$ cat src/rtl/i2s_fsd_pkg.sv
package i2s_fsd_pkg;
   // kind of frame the sequencer is producing
   typedef enum logic [1:0] {
      FK_STOP = 2'd0,
      FK_DATA = 2'd1,
      FK_FILL = 2'd2
   } frame_kind_t;

   function automatic int unsigned len_bits(input int unsigned max_len);
      return $clog2(max_len + 1);
   endfunction
endpackage

$ cat src/rtl/fsd_frame_timer.sv
module fsd_frame_timer #(
   parameter int unsigned MAX_LEN  = 64,
   parameter int unsigned LATE_WIN = 4,
   parameter int unsigned LW       = 7
) (
   input  logic          clk,
   input  logic          rst_n,
   input  logic          run,
   input  logic          start,
   input  logic [LW-1:0] len_in,
   output logic          first_bit,
   output logic          last_bit,
   output logic          snap_edge,
   output logic          in_win
);
   localparam logic [LW-1:0] WIN_L  = LW'(LATE_WIN);
   localparam logic [LW-1:0] SNAP_L = LW'(LATE_WIN + 1);

   logic [LW-1:0] cnt;
   logic [LW-1:0] len_q;

   always_ff @(posedge clk or negedge rst_n) begin
      if (!rst_n) begin
         cnt   <= '0;
         len_q <= LW'(MAX_LEN);
      end else if (start) begin
         cnt   <= '0;
         len_q <= len_in;
      end else if (run) begin
         cnt   <= cnt + 1'b1;
      end
   end

   assign first_bit = run && (cnt == '0);
   assign last_bit  = run && (cnt == len_q - 1'b1);
   assign snap_edge = run && (cnt == len_q - SNAP_L);
   assign in_win    = run && (cnt >= len_q - WIN_L);


   cnt_in_frame_chk: assert property (@(posedge clk) disable iff (!rst_n)
      run |-> (cnt < len_q));
endmodule

$ cat src/rtl/fsd_enable_watch.sv
module fsd_enable_watch (
   input  logic clk,
   input  logic rst_n,
   input  logic tx_en,
   input  logic snap_edge,
   input  logic in_win,
   output logic en_commit,
   output logic win_clean
);
   logic win_bad;

   always_ff @(posedge clk or negedge rst_n) begin
      if (!rst_n) begin
         en_commit <= 1'b0;
         win_bad   <= 1'b0;
      end else if (snap_edge) begin
         en_commit <= tx_en;
         win_bad   <= 1'b0;
      end else if (in_win && !tx_en) begin
         win_bad   <= 1'b1;
      end
   end

   // window is clean only if enable also holds on the boundary edge itself
   assign win_clean = !win_bad && tx_en;
endmodule

$ cat src/rtl/fsd_stop_ctrl.sv
module fsd_stop_ctrl (
   input  logic clk,
   input  logic rst_n,
   input  logic run,
   input  logic tx_en,
   input  logic stop_req,
   input  logic shutdown,
   input  logic done_clr,
   output logic pend_eff,
   output logic done_flag
);
   logic pend;
   logic en_q;
   logic en_rise;

   assign en_rise  = tx_en && !en_q;
   assign pend_eff = pend || (run && stop_req);

   always_ff @(posedge clk or negedge rst_n) begin
      if (!rst_n) begin
         pend      <= 1'b0;
         en_q      <= 1'b0;
         done_flag <= 1'b0;
      end else begin
         en_q <= tx_en;
         if (shutdown || en_rise) pend <= 1'b0;
         else                     pend <= pend_eff;
         if (shutdown)      done_flag <= 1'b1;
         else if (done_clr) done_flag <= 1'b0;
      end
   end


   flag_rise_chk: assert property (@(posedge clk) disable iff (!rst_n)
      $rose(done_flag) |-> $past(shutdown));

   rise_drops_pend_chk: assert property (@(posedge clk) disable iff (!rst_n)
      (en_rise && !shutdown) |=> !pend);
endmodule

$ cat src/rtl/fsd_shifter.sv
module fsd_shifter #(
   parameter int unsigned MAX_LEN = 64
) (
   input  logic               clk,
   input  logic               rst_n,
   input  logic               load,
   input  logic               shift,
   input  logic [MAX_LEN-1:0] word_in,
   output logic               msb
);
   logic [MAX_LEN-1:0] sh;

   always_ff @(posedge clk or negedge rst_n) begin
      if (!rst_n)     sh <= '0;
      else if (load)  sh <= word_in;
      else if (shift) sh <= {sh[MAX_LEN-2:0], 1'b0};
   end

   assign msb = sh[MAX_LEN-1];
endmodule

$ cat src/rtl/i2s_tx_shutdown_ctrl.sv
module i2s_tx_shutdown_ctrl
   import i2s_fsd_pkg::*;
#(
   parameter int unsigned MAX_LEN  = 64,
   parameter int unsigned MIN_LEN  = 8,
   parameter int unsigned LATE_WIN = 4,
   localparam int unsigned LW      = $clog2(MAX_LEN + 1)
) (
   input  logic               clk,
   input  logic               rst_n,
   input  logic               tx_en,
   input  logic               clk_stop_req,
   input  logic [LW-1:0]      frame_len,
   input  logic [MAX_LEN-1:0] tx_word,
   input  logic               word_rdy,
   input  logic               done_clr,
   output logic               bclk_en,
   output logic               fsync,
   output logic               sdata,
   output logic               data_vld,
   output logic               done_flag
);
   generate
      if (LATE_WIN < 1) begin : g_bad_win
         $error("LATE_WIN must be at least 1");
      end
      if (MIN_LEN <= LATE_WIN + 1) begin : g_bad_min
         $error("MIN_LEN must exceed LATE_WIN + 1");
      end
      if (MAX_LEN < MIN_LEN) begin : g_bad_max
         $error("MAX_LEN must be at least MIN_LEN");
      end
   endgenerate

   frame_kind_t kind;
   logic        vld_q;
   logic        run;
   logic        first_bit, last_bit, snap_edge, in_win;
   logic        en_commit, win_clean, pend_eff;
   logic        boundary, idle_start, go_data, go_fill, shutdown, start;
   logic        vld_next, sh_msb;

   assign run        = (kind != FK_STOP);
   assign boundary   = run && last_bit;
   assign idle_start = !run && tx_en;
   assign go_data    = idle_start || (boundary && en_commit);
   assign go_fill    = boundary && !en_commit && !pend_eff;
   assign shutdown   = boundary && !en_commit && pend_eff;
   assign start      = go_data || go_fill;
   assign vld_next   = word_rdy && (idle_start || win_clean);

   always_ff @(posedge clk or negedge rst_n) begin
      if (!rst_n) begin
         kind  <= FK_STOP;
         vld_q <= 1'b0;
      end else if (go_data) begin
         kind  <= FK_DATA;
         vld_q <= vld_next;
      end else if (go_fill) begin
         kind  <= FK_FILL;
         vld_q <= 1'b0;
      end else if (shutdown) begin
         kind  <= FK_STOP;
         vld_q <= 1'b0;
      end
   end

   fsd_frame_timer #(.MAX_LEN(MAX_LEN), .LATE_WIN(LATE_WIN), .LW(LW)) u_timer (
      .clk       (clk),
      .rst_n     (rst_n),
      .run       (run),
      .start     (start),
      .len_in    (frame_len),
      .first_bit (first_bit),
      .last_bit  (last_bit),
      .snap_edge (snap_edge),
      .in_win    (in_win)
   );

   fsd_enable_watch u_watch (
      .clk       (clk),
      .rst_n     (rst_n),
      .tx_en     (tx_en),
      .snap_edge (snap_edge),
      .in_win    (in_win),
      .en_commit (en_commit),
      .win_clean (win_clean)
   );

   fsd_stop_ctrl u_stop (
      .clk       (clk),
      .rst_n     (rst_n),
      .run       (run),
      .tx_en     (tx_en),
      .stop_req  (clk_stop_req),
      .shutdown  (shutdown),
      .done_clr  (done_clr),
      .pend_eff  (pend_eff),
      .done_flag (done_flag)
   );

   fsd_shifter #(.MAX_LEN(MAX_LEN)) u_shift (
      .clk     (clk),
      .rst_n   (rst_n),
      .load    (start),
      .shift   (run),
      .word_in (go_data ? tx_word : '0),
      .msb     (sh_msb)
   );

   assign bclk_en  = run;
   assign fsync    = first_bit;
   assign data_vld = run && vld_q;
   assign sdata    = run && sh_msb;


   fsync_needs_clk_chk: assert property (@(posedge clk) disable iff (!rst_n)
      fsync |-> bclk_en);

   vld_steady_chk: assert property (@(posedge clk) disable iff (!rst_n)
      (bclk_en && !fsync) |-> $stable(data_vld));

   stop_at_edge_chk: assert property (@(posedge clk) disable iff (!rst_n)
      $fell(bclk_en) |-> $past(last_bit));

   stop_sets_flag_chk: assert property (@(posedge clk) disable iff (!rst_n)
      $fell(bclk_en) |-> done_flag);
endmodule

$ cat config.mk
export PLATFORM = sky130hd
export DESIGN_NAME = i2s_tx_shutdown_ctrl
export DESIGN_NICKNAME = d
export VERILOG_FILES = /design/src/rtl/i2s_fsd_pkg.sv /design/src/rtl/fsd_frame_timer.sv /design/src/rtl/fsd_enable_watch.sv /design/src/rtl/fsd_stop_ctrl.sv /design/src/rtl/fsd_shifter.sv /design/src/rtl/i2s_tx_shutdown_ctrl.sv
export SDC_FILE = /design/constraint.sdc
export NUM_CORES = 1
export LEC_CHECK = 0
export BUFFER_PORTS_ARGS = -buffer_cell sky130_fd_sc_hd__buf_4
export CELL_PAD_IN_SITES_DETAIL_PLACEMENT = 1
export CELL_PAD_IN_SITES_GLOBAL_PLACEMENT = 1
export CORE_MARGIN = 2
export CORE_UTILIZATION = 43
export CTS_CLUSTER_SIZE = 16
export DETAILED_ROUTE_END_ITERATION = 8
export HOLD_SLACK_MARGIN = 0.02
export PLACE_DENSITY_LB_ADDON = 0.1
export SLEW_MARGIN = 15
export SYNTH_ARGS = -nofsm -noshare
export SYNTH_HDL_FRONTEND = slang
export SYNTH_SLANG_ARGS = --single-unit
$ cat constraint.sdc
create_clock -name clk -period 3.5 [get_ports clk]
set_clock_uncertainty 0.15 [all_clocks]
set_input_delay 0.35 -clock clk [delete_from_list [all_inputs] [get_ports clk]]
set_output_delay 0.35 -clock clk [all_outputs]
set_load 0.05 [all_outputs]
Word level (Yosys, flattened, before mapping)
Index checks and enable logic that the tools add are counted.
{"block": "totals", "elab_cells": 67, "out_inout_bits": 5, "regBits": 86, "input_bits": 77}
{"block": "op_classes", "n_eq_ne": 2, "muxes": 16, "magnitude_cmp": 1, "reduce_logical": 34, "n_addsub": 4}
{"op": "$mux 64", "n": 3}
{"op": "$logic_and 1x1->1", "n": 17}
{"op": "$eq 7x7->1", "n": 2}
{"op": "$mux 7", "n": 2}
{"op": "$sub 7x3->7 const B", "n": 2}
{"op": "$mux 1", "n": 8}
{"op": "$reduce_bool 2->1", "n": 4}
{"op": "$add 7x1->7 const B", "n": 1}
{"op": "$ge 7x7->1", "n": 1}
{"op": "$logic_not 7->1", "n": 1}
{"op": "$sub 7x1->7 const B", "n": 1}
{"op": "$logic_not 1->1", "n": 6}
{"op": "$mux 2", "n": 3}
{"op": "$logic_or 1x1->1", "n": 5}
{"op": "$reduce_bool 3->1", "n": 1}

Logic depth before layout (Yosys ltp)
Gate-level depths: netlist of the first run.
{"block": "logic_depth", "word_depth": 9, "ltp_mapped": 11, "ltp_nobuf": 9}

Modules after synthesis
A second synthesis of the first run with hierarchy kept.
{"block": "hier_totals", "hier_cells": 512, "hier_area_um2": 4992.3}
{"mod": "fsd_shifter", "seq_area_each_um2": 1601.5, "cells_each": 277, "n_inst": 1, "area_per_inst_um2": 2996.6}
{"mod": "fsd_frame_timer", "seq_area_each_um2": 351.6, "cells_each": 127, "n_inst": 1, "area_per_inst_um2": 1119.8}
{"mod": "i2s_tx_shutdown_ctrl", "seq_area_each_um2": 75.1, "cells_each": 93, "n_inst": 1, "area_per_inst_um2": 680.7}
{"mod": "fsd_stop_ctrl", "seq_area_each_um2": 75.1, "cells_each": 8, "n_inst": 1, "area_per_inst_um2": 108.9}
{"mod": "fsd_enable_watch", "seq_area_each_um2": 50.0, "cells_each": 7, "n_inst": 1, "area_per_inst_um2": 86.3}

Worst setup path before layout of the first run
Ideal clock, no wire load.
{"block": "synth_timing", "path_kind": "register to output", "start": "register u_timer.cnt[3]", "end": "output port fsync", "required_ps": 3000, "path_buffers": 0, "t_arrival_ps": 2577, "stages_incl_launch_ff": 3, "path_slack_ps": 423, "path_cell_list": "dfrtp_1 or4_1 nor4b_1"}
{"block": "synth_via", "elab_chain_len": 2}
{"element": "start: declaration", "line_no": "fsd_frame_timer.sv:19", "text": "logic [LW-1:0] cnt;"}
{"element": "start signal: assignment", "line_no": "fsd_frame_timer.sv:30", "text": "cnt <= cnt + 1'b1;"}
{"element": "$logic_not 7->1", "line_no": "fsd_frame_timer.sv:34", "text": "assign first_bit = run && (cnt == '0);"}
{"element": "$logic_and 1x1->1", "line_no": "fsd_frame_timer.sv:34"}
{"element": "end: declaration", "line_no": "i2s_tx_shutdown_ctrl.sv:18", "text": "output logic fsync,"}
Every way passes these cells.

Worst setup path after layout of the first run
{"block": "layout_timing", "start": "register u_timer.len_q[2]", "end": "register u_shift.sh[13]"}
{"block": "layout_via", "elab_chain_len": 8, "word_cells_on_any_way": 12, "cone_classes": "1 x add/sub; 1 x eq/ne; 2 x mux; 8 x reduce/logical"}
{"element": "start: declaration", "line_no": "fsd_frame_timer.sv:20", "text": "logic [LW-1:0] len_q;"}
{"element": "start signal: assignment", "line_no": "fsd_frame_timer.sv:25", "text": "len_q <= LW'(MAX_LEN);"}
{"element": "start signal: assignment", "line_no": "fsd_frame_timer.sv:28", "text": "len_q <= len_in;"}
{"element": "$sub 7x1->7 *", "line_no": "fsd_frame_timer.sv:35", "text": "assign last_bit = run && (cnt == len_q - 1'b1);"}
{"element": "$eq 7x7->1 *", "line_no": "fsd_frame_timer.sv:35"}
{"element": "$logic_and 1x1->1 *", "line_no": "fsd_frame_timer.sv:35"}
{"element": "$logic_and 1x1->1 *", "line_no": "i2s_tx_shutdown_ctrl.sv:44", "text": "assign boundary = run && last_bit;"}
{"element": "$logic_and 1x1->1 (on tied branches)", "line_no": "i2s_tx_shutdown_ctrl.sv:46, i2s_tx_shutdown_ctrl.sv:47"}
{"element": "$logic_or 1x1->1 / $logic_and 1x1->1 (equally long branches)", "line_no": "i2s_tx_shutdown_ctrl.sv:46, i2s_tx_shutdown_ctrl.sv:47"}
{"element": "$mux 64 / $logic_or 1x1->1 (equally long branches)", "line_no": "i2s_tx_shutdown_ctrl.sv:107, i2s_tx_shutdown_ctrl.sv:49"}
{"element": "$mux 64 / $reduce_bool 2->1 (equally long branches)"}
{"element": "end signal: assignment", "line_no": "fsd_shifter.sv:15", "text": "else if (load) sh <= word_in;"}
{"element": "end signal: assignment", "line_no": "fsd_shifter.sv:16", "text": "else if (shift) sh <= {sh[MAX_LEN-2:0], 1'b0};"}
{"element": "end: declaration", "line_no": "fsd_shifter.sv:11", "text": "logic [MAX_LEN-1:0] sh;"}
Every way passes the cells marked *; elsewhere a longest branch is shown, timed or not.
A chain may end at the register's enable or synchronous reset.

==> impl_metrics.csv, run 1 <==
group,metric,value,unit
power_and_ir_drop,vdd.ir_drop.worst,0.000386,V
drt,routedWlPerCell,17.0,um
yosys,syn_inst,503,
yosys,synth_edf_count,0,
setup_path,critPathTopFamily,"simple AND/OR/NAND/NOR gates",
layout,fillers,1291,
place,dp_hpwl,8010,um
place,gp_congestion,0.839,
worst_hold_path,hold_depth,2,
global_routing,gr-usage-met2,37.2,%
clock_tree,numCtsBuffers,9,
place,place_area,5400,um2
yosys,yosysWarnings,0,
sta,worst_slew_pin_slew,953,ps
yosys,syn_avg_cell_area,9.30,um2
global_routing,grt.total_usage,21.9,%
setup_path,worstPathArrival,3340,ps
setup_path,crit_type,"reg2reg",
setup_path,crit_buf_inv,2,
clock_tree,cts_tree,"yes",
setup_path,worstPathCellList,"inv_1 > ha_1 > nor3b_1 > and3b_1 > o22ai_1 > nor4_4 > buf_4 > o22ai_1 > o21a_1",
yosys,ys.flop_type,"dfrtp_1",
floorplanning,die_height,108,um
sta,setup_tns,0,ps
drt,ant_nets,0,
yosys,synth.cell_area,4680,um2
drt,wirelength,12200,um
layout,final_nets,661,
status,status,"complete, no violations",
sta,slew_violations,0,
setup_path,critPathMaxStageDelay,590,ps
clock_tree,cts_resized,0,
drt,dr.pass1.iters,4,
global_routing,grt_overflow,0,
yosys,yosysTopAreaCellShare,45.5,%
clock_tree,root_buffer,"clkbuf_8",
clock_tree,clkTransAtPathRegs,80,ps
setup_path,startpoint,"u_timer.len_q[2]$_DFFE_PN0P_",
setup_path,cp_num_cells,9,
floorplanning,core_area,10700,um2
yosys,ys_seq_elements,86,
floorplanning,die_area,11700,um2
setup_path,crit-reg2reg-launch,"u_timer.len_q[2]$_DFFE_PN0P_",
setup_path,cp.required,3610,ps
floorplanning,ioPinCount,82,
global_routing,top_usage_layer,"met2",
floorplanning,num_rows,38,
sta,post-route-period-util,92.2,%
yosys,async_flop_share,100,%
setup_path,cp_common_cell,"o22ai_1",
drt,drc,0,
layout,areaGrowthSynthToFinish,21.0,%
power_and_ir_drop,power_density,902,nW/um2
global_routing,met3_usage,5.55,%
sta,finalWorstPathRequiredPeriod,3230,ps
drt,routed_via_density,5.56,
yosys,yosysUniqueCellTypes,50,
place,io_buffer_count,81,
drt,first_iter_violations,119,
setup_path,r2r_cells,9,
sta,hold_viol_final,0,
sta,rsz0062_at_grt,"false",
clock_tree,cts_htree_levels,3,
yosys,yosysTopAreaCell,"dfrtp_1",
layout,fin_area,5660,um2
setup_path,start_kind,"flip-flop",
sta,relSlewSlack,36.5,%
power_and_ir_drop,power.static_leakage,0.00264,uW
drt,vias,3982,
flow_run,maxCapViolCount,0,
layout,instances_no_fill,716,
clock_tree,clock_latency,370,ps
layout,layout-drive-gt1-share,21.5,%
place,dp.cells,697,
worst_hold_path,hold_start,"frame_len[4]",
global_routing,use_met1,27.9,%
clock_tree,cts_buffer_depth,2,
yosys,ys_top_cells_by_area,"dfrtp_1 45%, o21a_1 10%, o22ai_1 8.6%",
global_routing,antenna_found_initial,0,
global_routing,grt_pass1_wl,20100,um
global_routing,grt_max_degree,72,
setup_path,worstPathMaxFanout,63,
clock_tree,cts.sinks,86,
yosys,synthesis.nets,593,
global_routing,grt_pass1_vias,4095,
sta,setup_viol_count_final,0,
setup_path,end_kind,"flip-flop",
floorplanning,initial_core_util,43.5,%
layout,layout.area.seq,2150,um2
worst_hold_path,hold_class,"in2reg",
floorplanning,die_w,108,um
sta,fmax,0.310,GHz
layout,multiInputGateArea,2110,um2
layout,diodes,0,
setup_path,slowest_stage,"buf_4",
yosys,seq_area_frac_synth,46.0,%
==> repair_timing <==
item / CTS / global route
hold endpoints to repair: 70 / 0
setup buffers: 0 / 0
hold buffers: 3 / 0
==> registers in the layout (all words and copies together), names as in the netlist <==
register	flops
u_watch.win_bad	1
u_stop.done_flag	1
u_shift.sh	64
kind	2
u_stop.pend	1
u_stop.en_q	1
u_watch.en_commit	1
vld_q	1
u_timer.cnt	7
u_timer.len_q	7
==> layout make-up <==
| class | count | area share [%] |
|---|---|---|
| Inverter | 73 | 4.84 |
| Multi-Input combinational cell | 308 | 37.3 |
| Clock buffer | 10 | 2.43 |
| Sequential cell | 86 | 38.0 |
| Timing Repair Buffer | 93 | 12.7 |
| Clock inverter | 6 | 1.64 |
| Tap cell | 140 | 3.09 |
==> worst reg2reg max path: stages, from the launching register on <==
cell and delay, ps:
dfrtp_1 490, inv_1 160, ha_1 230, nor3b_1 440, and3b_1 220, o22ai_1 140
nor4_4 310, buf_4 590, o22ai_1 230, o21a_1 140
==> stage by stage <==
step	hold WS [ps]	setup slack [ps]	power, uW	utilization, %
finish	51.4	272	5100	52.7
CTS	34.0	301	5160	52.7
detailed placement	324	327	4320	50.3
floorplan	-95.6	423	3680	-
global route	28.7	128	5540	52.7
global placement	316	559	4160	50.3
==> layout by cell type, fill, tap and decap left out, types with 6 or more instances in the layout <==
master,instances
inv_1,72
o22ai_1,64
nor2_1,14
mux2_2,6
buf_4,89
clkbuf_8,10
xor2_1,6
ha_1,13
xnor2_1,10
nand2_1,7
dfrtp_1,85
o21a_1,63
o21ai_0,67
==> report_power, final <==
part	switching, uW	internal, uW
Clock	383	425
Combinational	1280	1170
Sequential	354	1490
==> synth_stat cells, drive strengths merged (2+ instances only) <==
cell,count
a21oi,5
dfrtp,85
a21boi,2
and3b,2
o22ai,64
clkbuf,25
inv,73
a21o,2
nor4,3
xor2,6
a211oi,2
o21a,63
or4,2
ha,13
nor2b,3
buf,11
o31ai,3
mux2,9
and3,2
nor3,3
o21ai,68
nor2,15
xnor2,11
nand2,9
and2,3
nand2b,2
nand4,2
==> cell families after synthesis <==
kind of cell	count (synthesis)	share of synthesized area [%]
compound gates	218	29.7
flops	86	46.0
mux	9	2.17
fa+ha+maj	13	3.48
buf+inv	109	9.10
xor+xnor	17	3.34
simple gates	51	6.13
==> per-layer routing <==
layer	vias to the layer above	wire [um]
met5	-	0
met2	69	6150
met4	0	154
met3	13	475
li1	1905	-
met1	1995	5410
==> path summary, 6_finish.rpt <==
path | end | slack (ps)
setup / recovery | u_shift.sh[13]$_DFFE_PN0P_ | 270
hold / removal | u_timer.len_q[4]$_DFFE_PN0P_ | 50
setup reg to reg | u_shift.sh[13]$_DFFE_PN0P_ | 270
hold reg to reg | u_shift.sh[34]$_DFFE_PN0P_ | 340
max in group asynchronous | u_shift.sh[4]$_DFFE_PN0P_ | 1990
min in group asynchronous | u_watch.en_commit$_DFFE_PN0P_ | 490
Note: power is estimated with default switching activity, not from simulation.
==> inputs of run 2 (changes only) <==
--- a/config.mk
+++ b/config.mk
@@ -14,6 +14,7 @@
 export DETAILED_ROUTE_END_ITERATION = 8
 export HOLD_SLACK_MARGIN = 0.02
 export PLACE_DENSITY_LB_ADDON = 0.1
+export RECOVER_POWER = 100
 export SLEW_MARGIN = 15
 export SYNTH_ARGS = -nofsm -noshare
 export SYNTH_HDL_FRONTEND = slang
==> impl_metrics.csv, run 2 (synthesis gave the netlist of run 1 again) <==
group,metric,value,unit
clock_tree,cts_setup_buffers,0,
layout,diodes,0,
layout,top_regs,"u_shift.sh: 64 flops, u_timer.cnt: 7 flops, u_timer.len_q: 7 flops",
clock_tree,clkTransAtPathRegs,80,ps
place,io_buffer_count,81,
setup_path,crit-reg2reg-launch,"u_timer.len_q[2]$_DFFE_PN0P_",
global_routing,grt_pass1_wl,20100,um
global_routing,use_met1,27.9,%
floorplanning,die_area,11700,um2
worst_hold_path,hold_end,"u_timer.len_q[4]$_DFFE_PN0P_",
floorplanning,ioPinCount,82,
worst_hold_path,hold_depth,2,
global_routing,met3_usage,5.55,%
power_and_ir_drop,p_int,3070,uW
place,dp_hpwl,8010,um
layout,largest_reg_flops,64,
floorplanning,die_height,108,um
setup_path,reg2reg_to,"u_shift.sh[13]$_DFFE_PN0P_",
sta,slew_violations,72,
clock_tree,cts.sinks,86,
setup_path,r2r_cells,9,
setup_path,slowest_stage,"buf_4",
flow_run,maxCapViolCount,1,
setup_path,cp_common_cell,"o22ai_1",
layout,areaGrowthSynthToFinish,20.3,%
clock_tree,numCtsBuffers,9,
sta,hold_viol_final,0,
setup_path,crit_type,"reg2reg",
layout,layout_common_cells,"85 x dfrtp_1, 82 x buf_4, 73 x inv_1",
power_and_ir_drop,p_sw_share,39.5,%
clock_tree,ctsHoldBuffers,3,
sta,finalWorstPathRequiredPeriod,3240,ps
clock_tree,root_buffer,"clkbuf_8",
sta,fmax,0.308,GHz
floorplanning,core_area,10700,um2
floorplanning,num_rows,38,
drt,routed_via_density,5.55,
clock_tree,cts_buffer_depth,2,
global_routing,grt_overflow,0,
drt,first_iter_violations,152,
global_routing,top_usage_layer,"met2",
drt,vias,3975,
setup_path,end_kind,"flip-flop",
power_and_ir_drop,p_clk_share,15.9,%
clock_tree,cts_htree_levels,3,
drt,routedWlPerCell,17.0,um
power_and_ir_drop,power,5080,uW
setup_path,start_kind,"flip-flop",
power_and_ir_drop,combPwrFrac,47.8,%
layout,final_nets,661,
power_and_ir_drop,power.static_leakage,0.00262,uW
sta,post-route-period-util,92.7,%
status,status,"finished, violations left",
layout,layout-drive-gt1-share,20.0,%
global_routing,grt_pass1_vias,4095,
worst_hold_path,hold_class,"in2reg",
floorplanning,die_w,108,um
worst_hold_path,hold_start,"frame_len[4]",
place,dp.cells,697,
drt,wirelength,12200,um
floorplanning,initial_core_util,43.5,%
clock_tree,clock_latency,370,ps
layout,instances_no_fill,716,
sta,rsz0062_at_grt,"false",
power_and_ir_drop,power_density,903,nW/um2
setup_path,worstPathArrival,3360,ps
drt,dr.pass1.iters,4,
layout,top_register,"u_shift.sh",
power_and_ir_drop,power.switching,2010,uW
sta,setup_viol_count_final,0,
power_and_ir_drop,vdd.ir_drop.worst,0.000384,V
status,violations,"max-capacitance violations, max-slew violations",
sta,worst_slew_pin_slew,1860,ps
sta,relSlewSlack,-23.8,%
global_routing,grt_max_degree,72,
setup_path,worstPathCellList,"inv_1 > ha_1 > nor3b_1 > and3b_1 > o22ai_1 > nor4_4 > buf_4 > o22ai_1 > o21a_1",
clock_tree,cts_tree,"yes",
global_routing,gr-usage-met2,37.2,%
global_routing,antenna_found_initial,0,
power_and_ir_drop,p_seq_share,36.3,%
setup_path,regToRegSetupSlack,260,ps
setup_path,critPathMaxStageDelay,590,ps
clock_tree,cts_resized,0,
layout,final_common_cell,"dfrtp_1",
setup_path,worstPathMaxFanout,63,
drt,drc,0,
sta,setup_tns,0,ps
setup_path,cp.required,3610,ps
global_routing,grt.total_usage,21.9,%
place,gp_congestion,0.839,
drt,ant_nets,0,
-- run 2: cell type report --
class / count / area (um2)
Sequential cell: 86 / 2150
Clock inverter: 6 / 92.6
Fill cell: 1293 / 5120
Timing Repair Buffer: 93 / 693
Clock buffer: 10 / 138
Tap cell: 140 / 175
Multi-Input combinational cell: 308 / 2100
Inverter: 73 / 274
-- run 2: worst max-delay path by stage --
stage	slack, ps	startpoint	cells after the start	end
after floorplan	420	u_timer.cnt[3]$_DFFE_PN0P_	2	fsync
after global placement	560	u_timer.len_q[3]$_DFFE_PN0P_	9	u_shift.sh[52]$_DFFE_PN0P_
after detailed placement	330	u_timer.len_q[2]$_DFFE_PN0P_	9	u_shift.sh[58]$_DFFE_PN0P_
after CTS	300	u_timer.len_q[2]$_DFFE_PN0P_	9	u_shift.sh[58]$_DFFE_PN0P_
after global routing	130	u_timer.len_q[3]$_DFFE_PN0P_	9	u_shift.sh[29]$_DFFE_PN0P_
final	260	u_timer.len_q[2]$_DFFE_PN0P_	9	u_shift.sh[13]$_DFFE_PN0P_
-- run 2: metrics by stage --
step / util (%) / instance area (um2) / worst slack, ps / hold WS (ps)
floorplan: - / 4680 / 423 / -95.6
global placement: 50.3 / 5400 / 559 / 316
detailed placement: 50.3 / 5400 / 327 / 324
CTS: 52.7 / 5660 / 301 / 34.0
global route: 52.4 / 5630 / 126 / 28.7
finish: 52.4 / 5630 / 256 / 50.8
-- run 2: critical path, delay by kind of cell (launching register included) --
kind,cells,cell delay (ps)
flops,1,490
compound gates,3,440
fa+ha+maj,1,230
buf+inv,2,750
simple gates,3,970
-- run 2: layer usage --
metal / vias to the layer above / routed length [um]
li1: 1905 / -
met1: 1994 / 5430
met2: 63 / 6140
met3: 13 / 462
met4: 0 / 160
met5: - / 0
-- run 2: power groups by stage --
| stage | registers, uW | logic [uW] | clock network, uW |
|---|---|---|---|
| final | 1840 | 2430 | 807 |
| after global routing | 1910 | 2740 | 870 |
| after CTS | 1850 | 2470 | 838 |
| after detailed placement | 1860 | 2450 | 0 |
| after global placement | 1830 | 2330 | 0 |
| after floorplan | 1740 | 1940 | 0 |
